`src/rtl/msi_frame_pkg.sv`:
```
package msi_frame_pkg;

    // Byte address width of the frame: wide enough for the 8 KiB address-mode window.
    localparam int unsigned FRAME_ADDR_W = 13;

    // Register offsets within the frame.
    localparam logic [FRAME_ADDR_W-1:0] OFS_TYPE     = 13'h0008;
    localparam logic [FRAME_ADDR_W-1:0] OFS_ERRFLAG  = 13'h0010;
    localparam logic [FRAME_ADDR_W-1:0] OFS_DOORBELL = 13'h0040;
    localparam logic [FRAME_ADDR_W-1:0] OFS_IDENT    = 13'h0FCC;

    // Legal SPI numbering limits.
    localparam int unsigned SPI_FLOOR   = 32;
    localparam int unsigned SPI_CEILING = 1019;

    // Constant added back by the fixed adjust setting.
    localparam int unsigned ADJ_FIXED_VALUE = 32;

    // Width of each field in the type word.
    localparam int unsigned TYPE_FIELD_W = 10;

    typedef enum logic [1:0] {
        ADJ_NONE  = 2'b00,
        ADJ_BASE  = 2'b01,
        ADJ_FIXED = 2'b10,
        ADJ_RSVD  = 2'b11
    } adj_sel_t;

    typedef enum logic [1:0] {
        ST_IDLE  = 2'd0,
        ST_PULSE = 2'd1,
        ST_READ  = 2'd2
    } frame_state_t;

endpackage

```
`src/rtl/msi_wr_decode.sv`:
```
module msi_wr_decode
    import msi_frame_pkg::*;
#(
    parameter int unsigned SPI_BASE  = 64,
    parameter int unsigned SPI_COUNT = 16,
    parameter int unsigned IDX_W     = 4
) (
    input  logic [FRAME_ADDR_W-1:0] addr,
    input  logic [31:0]             wdata,
    input  logic                    mode_addr_only,
    input  logic [1:0]              adj_sel,
    output logic                    db_hit,
    output logic                    in_range,
    output logic [IDX_W-1:0]        idx
);

    localparam logic [32:0] WIN_LO  = 33'(SPI_BASE);
    localparam logic [32:0] WIN_HI  = 33'(SPI_BASE + SPI_COUNT);
    localparam logic [32:0] ADJ_BSE = 33'(SPI_BASE);
    localparam logic [32:0] ADJ_FIX = 33'(ADJ_FIXED_VALUE);

    logic [32:0] spi_num;

    always_comb begin
        if (mode_addr_only) begin
            // Every write in the 8 KiB window is a doorbell; SPI comes from address bits.
            db_hit  = 1'b1;
            spi_num = 33'(SPI_FLOOR) + 33'(addr[FRAME_ADDR_W-1:3]);
        end else begin
            db_hit = (addr == OFS_DOORBELL);
            unique case (adj_sel_t'(adj_sel))
                ADJ_BASE:  spi_num = {1'b0, wdata} + ADJ_BSE;
                ADJ_FIXED: spi_num = {1'b0, wdata} + ADJ_FIX;
                default:   spi_num = {1'b0, wdata};
            endcase
        end
        in_range = (spi_num >= WIN_LO) && (spi_num < WIN_HI);
        idx      = IDX_W'(spi_num - WIN_LO);
    end

endmodule

```
`src/rtl/msi_reg_read.sv`:
```
module msi_reg_read
    import msi_frame_pkg::*;
#(
    parameter int unsigned SPI_BASE  = 64,
    parameter int unsigned SPI_COUNT = 16,
    parameter logic [31:0] FRAME_ID  = 32'h0A5C_0043
) (
    input  logic [FRAME_ADDR_W-1:0] addr,
    input  logic                    err_flag,
    output logic [31:0]             rdata
);

    localparam logic [TYPE_FIELD_W-1:0] BASE_FIELD  = TYPE_FIELD_W'(SPI_BASE);
    localparam logic [TYPE_FIELD_W-1:0] COUNT_FIELD = TYPE_FIELD_W'(SPI_COUNT);
    localparam int unsigned PAD_W = 16 - TYPE_FIELD_W;
    localparam logic [31:0] TYPE_WORD =
        {{PAD_W{1'b0}}, BASE_FIELD, {PAD_W{1'b0}}, COUNT_FIELD};

    always_comb begin
        unique case (addr)
            OFS_TYPE:    rdata = TYPE_WORD;
            OFS_IDENT:   rdata = FRAME_ID;
            OFS_ERRFLAG: rdata = {31'd0, err_flag};
            default:     rdata = 32'd0;  // doorbell and unused offsets read as zero
        endcase
    end

endmodule

```
`src/rtl/msi_spi_frame.sv`:
```
module msi_spi_frame
    import msi_frame_pkg::*;
#(
    parameter int unsigned SPI_BASE  = 64,
    parameter int unsigned SPI_COUNT = 16,
    parameter logic [31:0] FRAME_ID  = 32'h0A5C_0043
) (
    input  logic                    clk,
    input  logic                    rst_n,
    input  logic                    mode_addr_only,
    input  logic [1:0]              adj_sel,
    input  logic                    req_valid,
    output logic                    req_ready,
    input  logic                    req_write,
    input  logic [FRAME_ADDR_W-1:0] req_addr,
    input  logic [31:0]             req_wdata,
    output logic                    rsp_valid,
    output logic [31:0]             rsp_rdata,
    output logic [SPI_COUNT-1:0]    spi_pulse
);

    localparam int unsigned IDX_W = (SPI_COUNT > 1) ? $clog2(SPI_COUNT) : 1;
    localparam bit WINDOW_OK = (SPI_BASE >= SPI_FLOOR) && (SPI_COUNT >= 1) &&
                               (SPI_BASE + SPI_COUNT <= SPI_CEILING);

    frame_state_t     state_q, state_d;
    logic [IDX_W-1:0] idx_q;
    logic [31:0]      rdata_q;
    logic             err_q;

    logic             db_hit, in_range;
    logic [IDX_W-1:0] dec_idx;
    logic [31:0]      rd_word;
    logic             wr_take, rd_take, fire, bad;
    logic             pulse_on;

    msi_wr_decode #(
        .SPI_BASE  (SPI_BASE),
        .SPI_COUNT (SPI_COUNT),
        .IDX_W     (IDX_W)
    ) i_decode (
        .addr           (req_addr),
        .wdata          (req_wdata),
        .mode_addr_only (mode_addr_only),
        .adj_sel        (adj_sel),
        .db_hit         (db_hit),
        .in_range       (in_range),
        .idx            (dec_idx)
    );

    msi_reg_read #(
        .SPI_BASE  (SPI_BASE),
        .SPI_COUNT (SPI_COUNT),
        .FRAME_ID  (FRAME_ID)
    ) i_regs (
        .addr     (req_addr),
        .err_flag (err_q),
        .rdata    (rd_word)
    );

    assign wr_take = req_valid && req_ready && req_write;
    assign rd_take = req_valid && req_ready && !req_write;
    assign fire    = wr_take && db_hit && in_range && WINDOW_OK;
    assign bad     = wr_take && db_hit && !(in_range && WINDOW_OK);

    // Next-state selection.
    always_comb begin
        state_d = state_q;
        unique case (state_q)
            ST_IDLE: begin
                if (fire)         state_d = ST_PULSE;
                else if (rd_take) state_d = ST_READ;
            end
            ST_PULSE: state_d = ST_IDLE;
            ST_READ:  state_d = ST_IDLE;
            default:  state_d = ST_IDLE;
        endcase
    end

    // State register.
    always_ff @(posedge clk or negedge rst_n) begin
        if (!rst_n) state_q <= ST_IDLE;
        else        state_q <= state_d;
    end

    // Captured pulse index, read data and sticky error flag.
    always_ff @(posedge clk or negedge rst_n) begin
        if (!rst_n) begin
            idx_q   <= '0;
            rdata_q <= '0;
            err_q   <= 1'b0;
        end else begin
            if (fire)    idx_q   <= dec_idx;
            if (rd_take) rdata_q <= rd_word;
            if (bad)     err_q   <= 1'b1;
        end
    end

    // Outputs decoded from the state.
    always_comb begin
        req_ready = 1'b0;
        rsp_valid = 1'b0;
        pulse_on  = 1'b0;
        unique case (state_q)
            ST_IDLE:  req_ready = 1'b1;
            ST_PULSE: pulse_on  = 1'b1;
            ST_READ:  rsp_valid = 1'b1;
            default:  req_ready = 1'b0;
        endcase
    end

    assign rsp_rdata = rdata_q;

    for (genvar g = 0; g < SPI_COUNT; g++) begin : g_pulse
        assign spi_pulse[g] = pulse_on && (idx_q == IDX_W'(g));
    end

    // at most one interrupt line pulses at a time.
    assert_pulse_onehot_R4: assert property (@(posedge clk) disable iff (!rst_n)
        $onehot0(spi_pulse));

    // a pulse is always the answer to a write accepted on the previous edge.
    assert_pulse_after_write_R4: assert property (@(posedge clk) disable iff (!rst_n)
        (spi_pulse != '0) |-> $past(req_valid && req_ready && req_write));

    // a pulse never lasts more than one cycle.
    assert_pulse_single_R9: assert property (@(posedge clk) disable iff (!rst_n)
        (spi_pulse != '0) |=> (spi_pulse == '0));

    // the port refuses requests while a pulse is out.
    assert_busy_on_pulse_R9: assert property (@(posedge clk) disable iff (!rst_n)
        (spi_pulse != '0) |-> !req_ready);

    // an out-of-window doorbell write never produces a pulse.
    assert_no_pulse_on_bad_R8: assert property (@(posedge clk) disable iff (!rst_n)
        bad |=> (spi_pulse == '0));

    // the error flag never clears outside reset.
    assert_err_sticky_R8: assert property (@(posedge clk) disable iff (!rst_n)
        err_q |=> err_q);

    // a read response follows a read handshake and lasts one cycle.
    assert_rsp_after_read_R11: assert property (@(posedge clk) disable iff (!rst_n)
        rsp_valid |-> $past(req_valid && req_ready && !req_write));

    assert_rsp_single_R11: assert property (@(posedge clk) disable iff (!rst_n)
        rsp_valid |=> !rsp_valid);

    assert_busy_on_rsp_R11: assert property (@(posedge clk) disable iff (!rst_n)
        rsp_valid |-> !req_ready);

endmodule

```
`config.mk`:
```
export PLATFORM = sky130hd
export DESIGN_NAME = msi_spi_frame
export DESIGN_NICKNAME = d
export VERILOG_FILES = /design/src/rtl/msi_frame_pkg.sv /design/src/rtl/msi_wr_decode.sv /design/src/rtl/msi_reg_read.sv /design/src/rtl/msi_spi_frame.sv
export SDC_FILE = /design/constraint.sdc
export NUM_CORES = 1
export LEC_CHECK = 0
export ABC_AREA = 1
export BUFFER_PORTS_ARGS = -buffer_cell sky130_fd_sc_hd__buf_2
export CAP_MARGIN = 20
export CORE_MARGIN = 2
export CORE_UTILIZATION = 43
export CTS_BUF_LIST = sky130_fd_sc_hd__clkbuf_4 sky130_fd_sc_hd__clkbuf_8 sky130_fd_sc_hd__clkbuf_16
export DETAILED_ROUTE_END_ITERATION = 12
export PLACE_DENSITY = 0.77
export SLEW_MARGIN = 20
export SYNTH_ARGS = -nofsm -noshare
export SYNTH_HDL_FRONTEND = slang
export SYNTH_SLANG_ARGS = --single-unit
```
`constraint.sdc`:
```
create_clock -name clk -period 2 [get_ports clk]
set_input_delay 0.5 -clock clk [delete_from_list [all_inputs] [get_ports clk]]
set_output_delay 0.5 -clock clk [all_outputs]
set_load 0.005 [all_outputs]
```
# Word-level counts from Yosys, hierarchy flattened
# Cells that the tools add are included.
[classes]
addsub = 4
multipliers = 0
div_mod_pow = 0
magnitude_cmp = 2
eq_ne = 24
shift = 0
mux = 10
bitwise = 0
reduce_logical = 27
[ops]
columns = ["operator", "count"]
rows = [
  ["$pmux W28 S3", 1],
  ["$pmux W33 S2", 1],
  ["$add A32 B6 Y33 const B", 1],
  ["$add A32 B7 Y33 const B", 1],
  ["$ge A33 B7 Y1 const B", 1],
  ["$lt A33 B7 Y1 const B", 1],
  ["$mux W33", 1],
  ["$eq A4 B4 Y1 const B", 8],
  ["$logic_and A1 B1 Y1", 23],
  ["$eq A4 B3 Y1 const B", 4],
  ["$eq A13 B12 Y1 const B", 1],
  ["$eq A13 B4 Y1 const B", 1],
  ["$eq A13 B5 Y1 const B", 1],
  ["$eq A13 B7 Y1 const B", 1],
  ["$add A6 B10 Y11 const A", 1],
  ["$eq A4 B2 Y1 const B", 2],
  ["$mux W2", 3],
  ["$eq A2 B1 Y1 const B", 2],
  ["$eq A2 B2 Y1 const B", 2],
  ["$eq A4 B1 Y1 const B", 1],
  ["$logic_not A4 Y1", 1],
  ["$mux W1", 4],
  ["$sub A4 B1 Y4 const B", 1],
  ["$ne A3 B3 Y1 const B", 1],
  ["2 further kinds", 3],
]
[word_totals]
reg_bits = 39
latchBits = 0
mem_bits_rw = 0
mem_bits_ro = 0
input_bits = 52
wordCells = 71
mem_count = 0

# Depth between registers and ports, before layout
[logic_depth]
word_depth = 8
ltp_mapped = 19

# Cells and area by module
# From an unflattened synthesis, not the netlist that was laid out.
[hier_totals]
cells_unflattened = 703
hier_area_um2 = 4106.4
[modules_own_cells]
columns = ["module", "n_inst", "cells_each", "area_each_um2"]
rows = [
  ["msi_wr_decode", 1, 441, 2108.3],
  ["msi_spi_frame", 1, 196, 1634.1],
  ["msi_reg_read", 1, 66, 364.1],
]

# Least setup slack after synthesis
# Ideal clock, no wire load.
[synth_timing]
kind = "input port to flip-flop"
startpoint = "in adj_sel[0]"
endpoint = "reg idx_q[0]"
t_arrival_ns = 2.191
slack_ns = -0.308
stages = 14
n_path_buf = 3
cell_sequence = "inv_1 > ha_1 > buf_2 > buf_2 > clkbuf_1 > a21oi_1 > nand2_1 > nand2_1 > nor2_2 > nand2_1 > nor2_1 > nand4_1 > nand2_1 > nand2_1"
[synth_between]
elab_chain_cells = 6
elab_cells_between_ends = 9
[synth_rtl]
columns = ["item", "line", "source"]
rows = [
  ["start: declaration", "msi_spi_frame.sv:11", "input logic [1:0] adj_sel,"],
  ["$eq A2 B2 Y1 or $eq A2 B1 Y1 (tied branches)", "msi_wr_decode.sv:31", "unique case (adj_sel_t'(adj_sel))"],
  ["$pmux W33 S2 *", "msi_wr_decode.sv:31", ""],
  ["$mux W33 *", "msi_wr_decode.sv:25", "if (mode_addr_only) begin"],
  ["$ge A33 B7 Y1 or $lt A33 B7 Y1 (tied branches)", "msi_wr_decode.sv:37", "in_range = (spi_num >= WIN_LO) && (spi_num < WIN_HI);"],
  ["$logic_and A1 B1 Y1", "msi_wr_decode.sv:37", ""],
  ["$logic_and A1 B1 Y1", "msi_spi_frame.sv:63", "assign fire = wr_take && db_hit && in_range && WINDOW_OK;"],
  ["end signal: assignment", "msi_spi_frame.sv:93", "if (fire) idx_q <= dec_idx;"],
  ["end: declaration", "msi_spi_frame.sv:27", "logic [IDX_W-1:0] idx_q;"],
]
# Mark *: on every way between the ends. The rest lies on a longest branch, timed or not.
# A chain may end at the register's enable or synchronous reset.

# Final worst setup path
[layout_timing]
startpoint = "in req_wdata[5]"
endpoint = "reg err_q"
[layout_between]
elab_chain_cells = 7
elab_cells_between_ends = 9
[layout_rtl]
columns = ["item", "line", "source"]
rows = [
  ["start: declaration", "msi_spi_frame.sv:16", "input logic [31:0] req_wdata,"],
  ["$add A32 B6 Y33 or $add A32 B7 Y33 (tied branches)", "msi_wr_decode.sv:33, msi_wr_decode.sv:32", ""],
  ["$pmux W33 S2 *", "msi_wr_decode.sv:31", ""],
  ["$mux W33 *", "msi_wr_decode.sv:25", ""],
  ["$ge A33 B7 Y1 or $lt A33 B7 Y1 (tied branches)", "msi_wr_decode.sv:37", ""],
  ["$logic_and A1 B1 Y1 *", "msi_wr_decode.sv:37", ""],
  ["$logic_not A1 Y1 *", "msi_spi_frame.sv:64", "assign bad = wr_take && db_hit && !(in_range && WINDOW_OK);"],
  ["$logic_and A1 B1 Y1 *", "msi_spi_frame.sv:64", ""],
  ["end signal: assignment", "msi_spi_frame.sv:91", "err_q <= 1'b0;"],
  ["end signal: assignment", "msi_spi_frame.sv:95", "if (bad) err_q <= 1'b1;"],
  ["end: declaration", "msi_spi_frame.sv:29", "logic err_q;"],
]
# Marked as above.

==> flow_summary.toml <==
[cells_and_area]
area_delta_synth_final_pct = 57.31
drive_above_1_share_pct = 36.60
final_common_cell = "nand2_1"
most-common-layout-cells = "nand2_1, buf_4, nand3_1"
diodes = 0
layout.nets = 825
final_cell_area_mm2 = 0.004592

[clock_tree]
cts_root_buf = "clkbuf_8"
cts_buffer_depth = 2
cts_num_sinks = 11
cts_inserted_buffers = 3
cts_htree_levels = 1
path_clk_slew_ns = 0.05
worstSkewPairLatency_ns = 0.24
cts_tree = "yes"

[grt]
grt_pass1_vias = 4167
gr-total-overflow = 0
grt_max_degree = 14
grt_pass1_wl_mm = 18.55
grt.total_usage_pct = 30.55
antenna_found_initial = 0

[critical_path]
startpoint_type = "primary input"
cp-end-kind = "flop"
cp_max_fo = 5
path_cells = "buf_4 -> ha_4 -> nand3_1 -> buf_4 -> nand2_1 -> nand3_1 -> nand2_1 -> inv_1 -> a21oi_1 -> nand2_1 -> nor2_4 -> nand2_2 -> nor2_4 -> nand3_2 -> nor2_4 -> nand2_1 -> nand2_1 -> nand2_1"
crit_top_cell = "nand2_1"
slowest_stage = "ha_4"
arrival_ns = 2.40
cp.required_ns = 2.14
crit_path_max_incr_delay_ns = 0.17
crit_type = "primary input to flop"

[sta]
final.setup_skew_ns = 0.0005252
fmax_mhz = 442.0
slew_viol_final = 0
holdWs_ns = 0.1190
fin_crit_ns = 2.262
postLayoutSetupSlackWorst_ns = -0.2624
hold_violations = 0
min_period_over_period_pct = 113.1
rsz0062_at_grt = "true"
setup_viol = 6

[logic_synthesis]
synth_edf_count = 0
synthArstFlopShare_pct = 100.0
dominantRegCellSynth = "dfrtp_1"
yosysSeqAreaShare_pct = 9.430
synthesis.area_mm2 = 0.002919
syn_inst = 587
synth_seq_cells = 11
avgSynthCellArea_um2 = 4.973
ys_types = 27
synth_warnings = 0

[floorplan]
ios = 102
start_util_pct = 43.69
fp.dieH_um = 86.39
core.rowCount = 30
die-area_mm2 = 0.007463
die_w_um = 86.39
core_area_mm2 = 0.006681

[run]
cap_violations = 0

[power_and_ir_drop]
power_mw = 1.296
powerDensity_mw_per_mm2 = 282.2
leakage_nw = 2.460
ir_drop_mv = 0.1690

[status]
violations = "setup timing"
status = "finished with violations"

[placement]
portBuffers = 79
dp_hpwl_mm = 9.168
dpl_cell_area_mm2 = 0.004030
routabilityCongestion = 1.020

[routing]
drt-total-wl_mm = 11.90
routedWlPerCell_um = 14.09
drtAntennaViolNets = 0
first_pass_iters = 7
vias = 4495
drt-vias-per-instance = 5.320
drc = 0
dr.first_iter.drc_count = 281

[hold_path]
min_path_type = "primary input to async pin"
## synth_stat cells, types with 2 or more instances
cell type  number  share of area [%]
nor2_4          2               0.77
nor2_1         93                 12
buf_4          28                7.2
o21ai_1         4               0.69
and2_1          2               0.43
buf_2          10                1.7
inv_1          70                9.0
clkbuf_1        4               0.51
nand3_1        81                 14
dfrtp_1        11                9.4
nor2_2         12                2.6
nand2_1       183                 24
a21oi_1        21                3.6
o21ai_0        19                3.3
nor3_1          7                1.2
nand2_2         5                1.1
nand4_1        19                4.1
ha_1            7                3.0
## through the flow
step / std cells / worst slack [ns] / util [%] / TNS (ns)
6_report: 845 / -0.2624 / 68.73 / -1.413
4_1_cts: 841 / -0.1635 / 65.73 / -0.8793
5_1_grt: 845 / -0.3589 / 68.73 / -1.942
3_3_place_gp: 824 / -0.5859 / 60.32 / -3.376
3_5_place_dp: 824 / -0.6869 / 60.32 / -3.819
2_1_floorplan: 608 / -0.1565 / - / -0.7637
## final cells by class
class	instances	area, um2
Sequential cell	11	275.3
Tap cell	80	100.1
Inverter	71	289.0
Fill cell	605	2090
Timing Repair Buffer	194	1348
Timing Repair inverter	1	6.256
Multi-Input combinational cell	484	2525
Clock buffer	4	48.80
## where the power goes
| part | internal [mW] | total [mW] | switching [mW] |
|---|---|---|---|
| Combinational | 0.364 | 0.827 | 0.463 |
| Clock | 0.154 | 0.243 | 0.0893 |
| Sequential | 0.224 | 0.225 | 0.00109 |
| Total | 0.742 | 1.30 | 0.553 |
## cells by family (layout without fill, tap and decap cells)
group,count (synthesis),in the layout,share of synthesized area [%]
fa+ha+maj,7,7,3.000
compound gates,48,48,8.573
other cells,1,22,0.1285
buf+inv,113,270,18.56
flops,11,11,9.430
simple gates,407,407,60.31
## flip-flops by register name, summed over array words and instances, names as in the netlist
name / cells
rsp_rdata: 4
state_q: 2
err_q: 1
idx_q: 4
## per-layer routing
layer  up-vias  wire (um)  share of wire (%)  GRT usage [%]
met4         0        488                4.1          13.35
met5         -          0                  0              0
met3        47        951                8.0          2.762
met2       257       5890                 49          56.57
li1       2189          -                  -              -
met1      2002       4572                 38          35.44
## path summary, 6_finish.rpt
check                                  startpoint                         to  slack (ns)  cells after the start
setup / recovery                     req_wdata[5]          err_q$_DFFE_PN0P_       -0.26                     18
hold / removal                              rst_n  rsp_rdata[25]$_DFFE_PN0P_        0.12                      1
max in group asynchronous                   rst_n       idx_q[3]$_DFFE_PN0P_        1.68                      1
min in group clk                err_q$_DFFE_PN0P_          err_q$_DFFE_PN0P_        0.46                      2
setup reg to reg           state_q[1]$_DFFE_PN0P_       idx_q[1]$_DFFE_PN0P_        0.55                      7
hold reg to reg                 err_q$_DFFE_PN0P_          err_q$_DFFE_PN0P_        0.46                      2
## worst max-delay path, delay by kind of cell
kind / cells / cell delay (ns)
adder cells (fa/ha/maj): 1 / 0.17
buffers and inverters: 3 / 0.33
AO/OA/AOI/OAI: 1 / 0.15
AND/OR/NAND/NOR: 13 / 1.25
## repair_timing
item	CTS	global route
gates resized for setup	62	48
setup endpoints to repair	6	6
cloned	1	0
buffers inserted	13	4
pin swaps	34	32
hold buffers	0	0
Power figures use the tool's default switching activity.
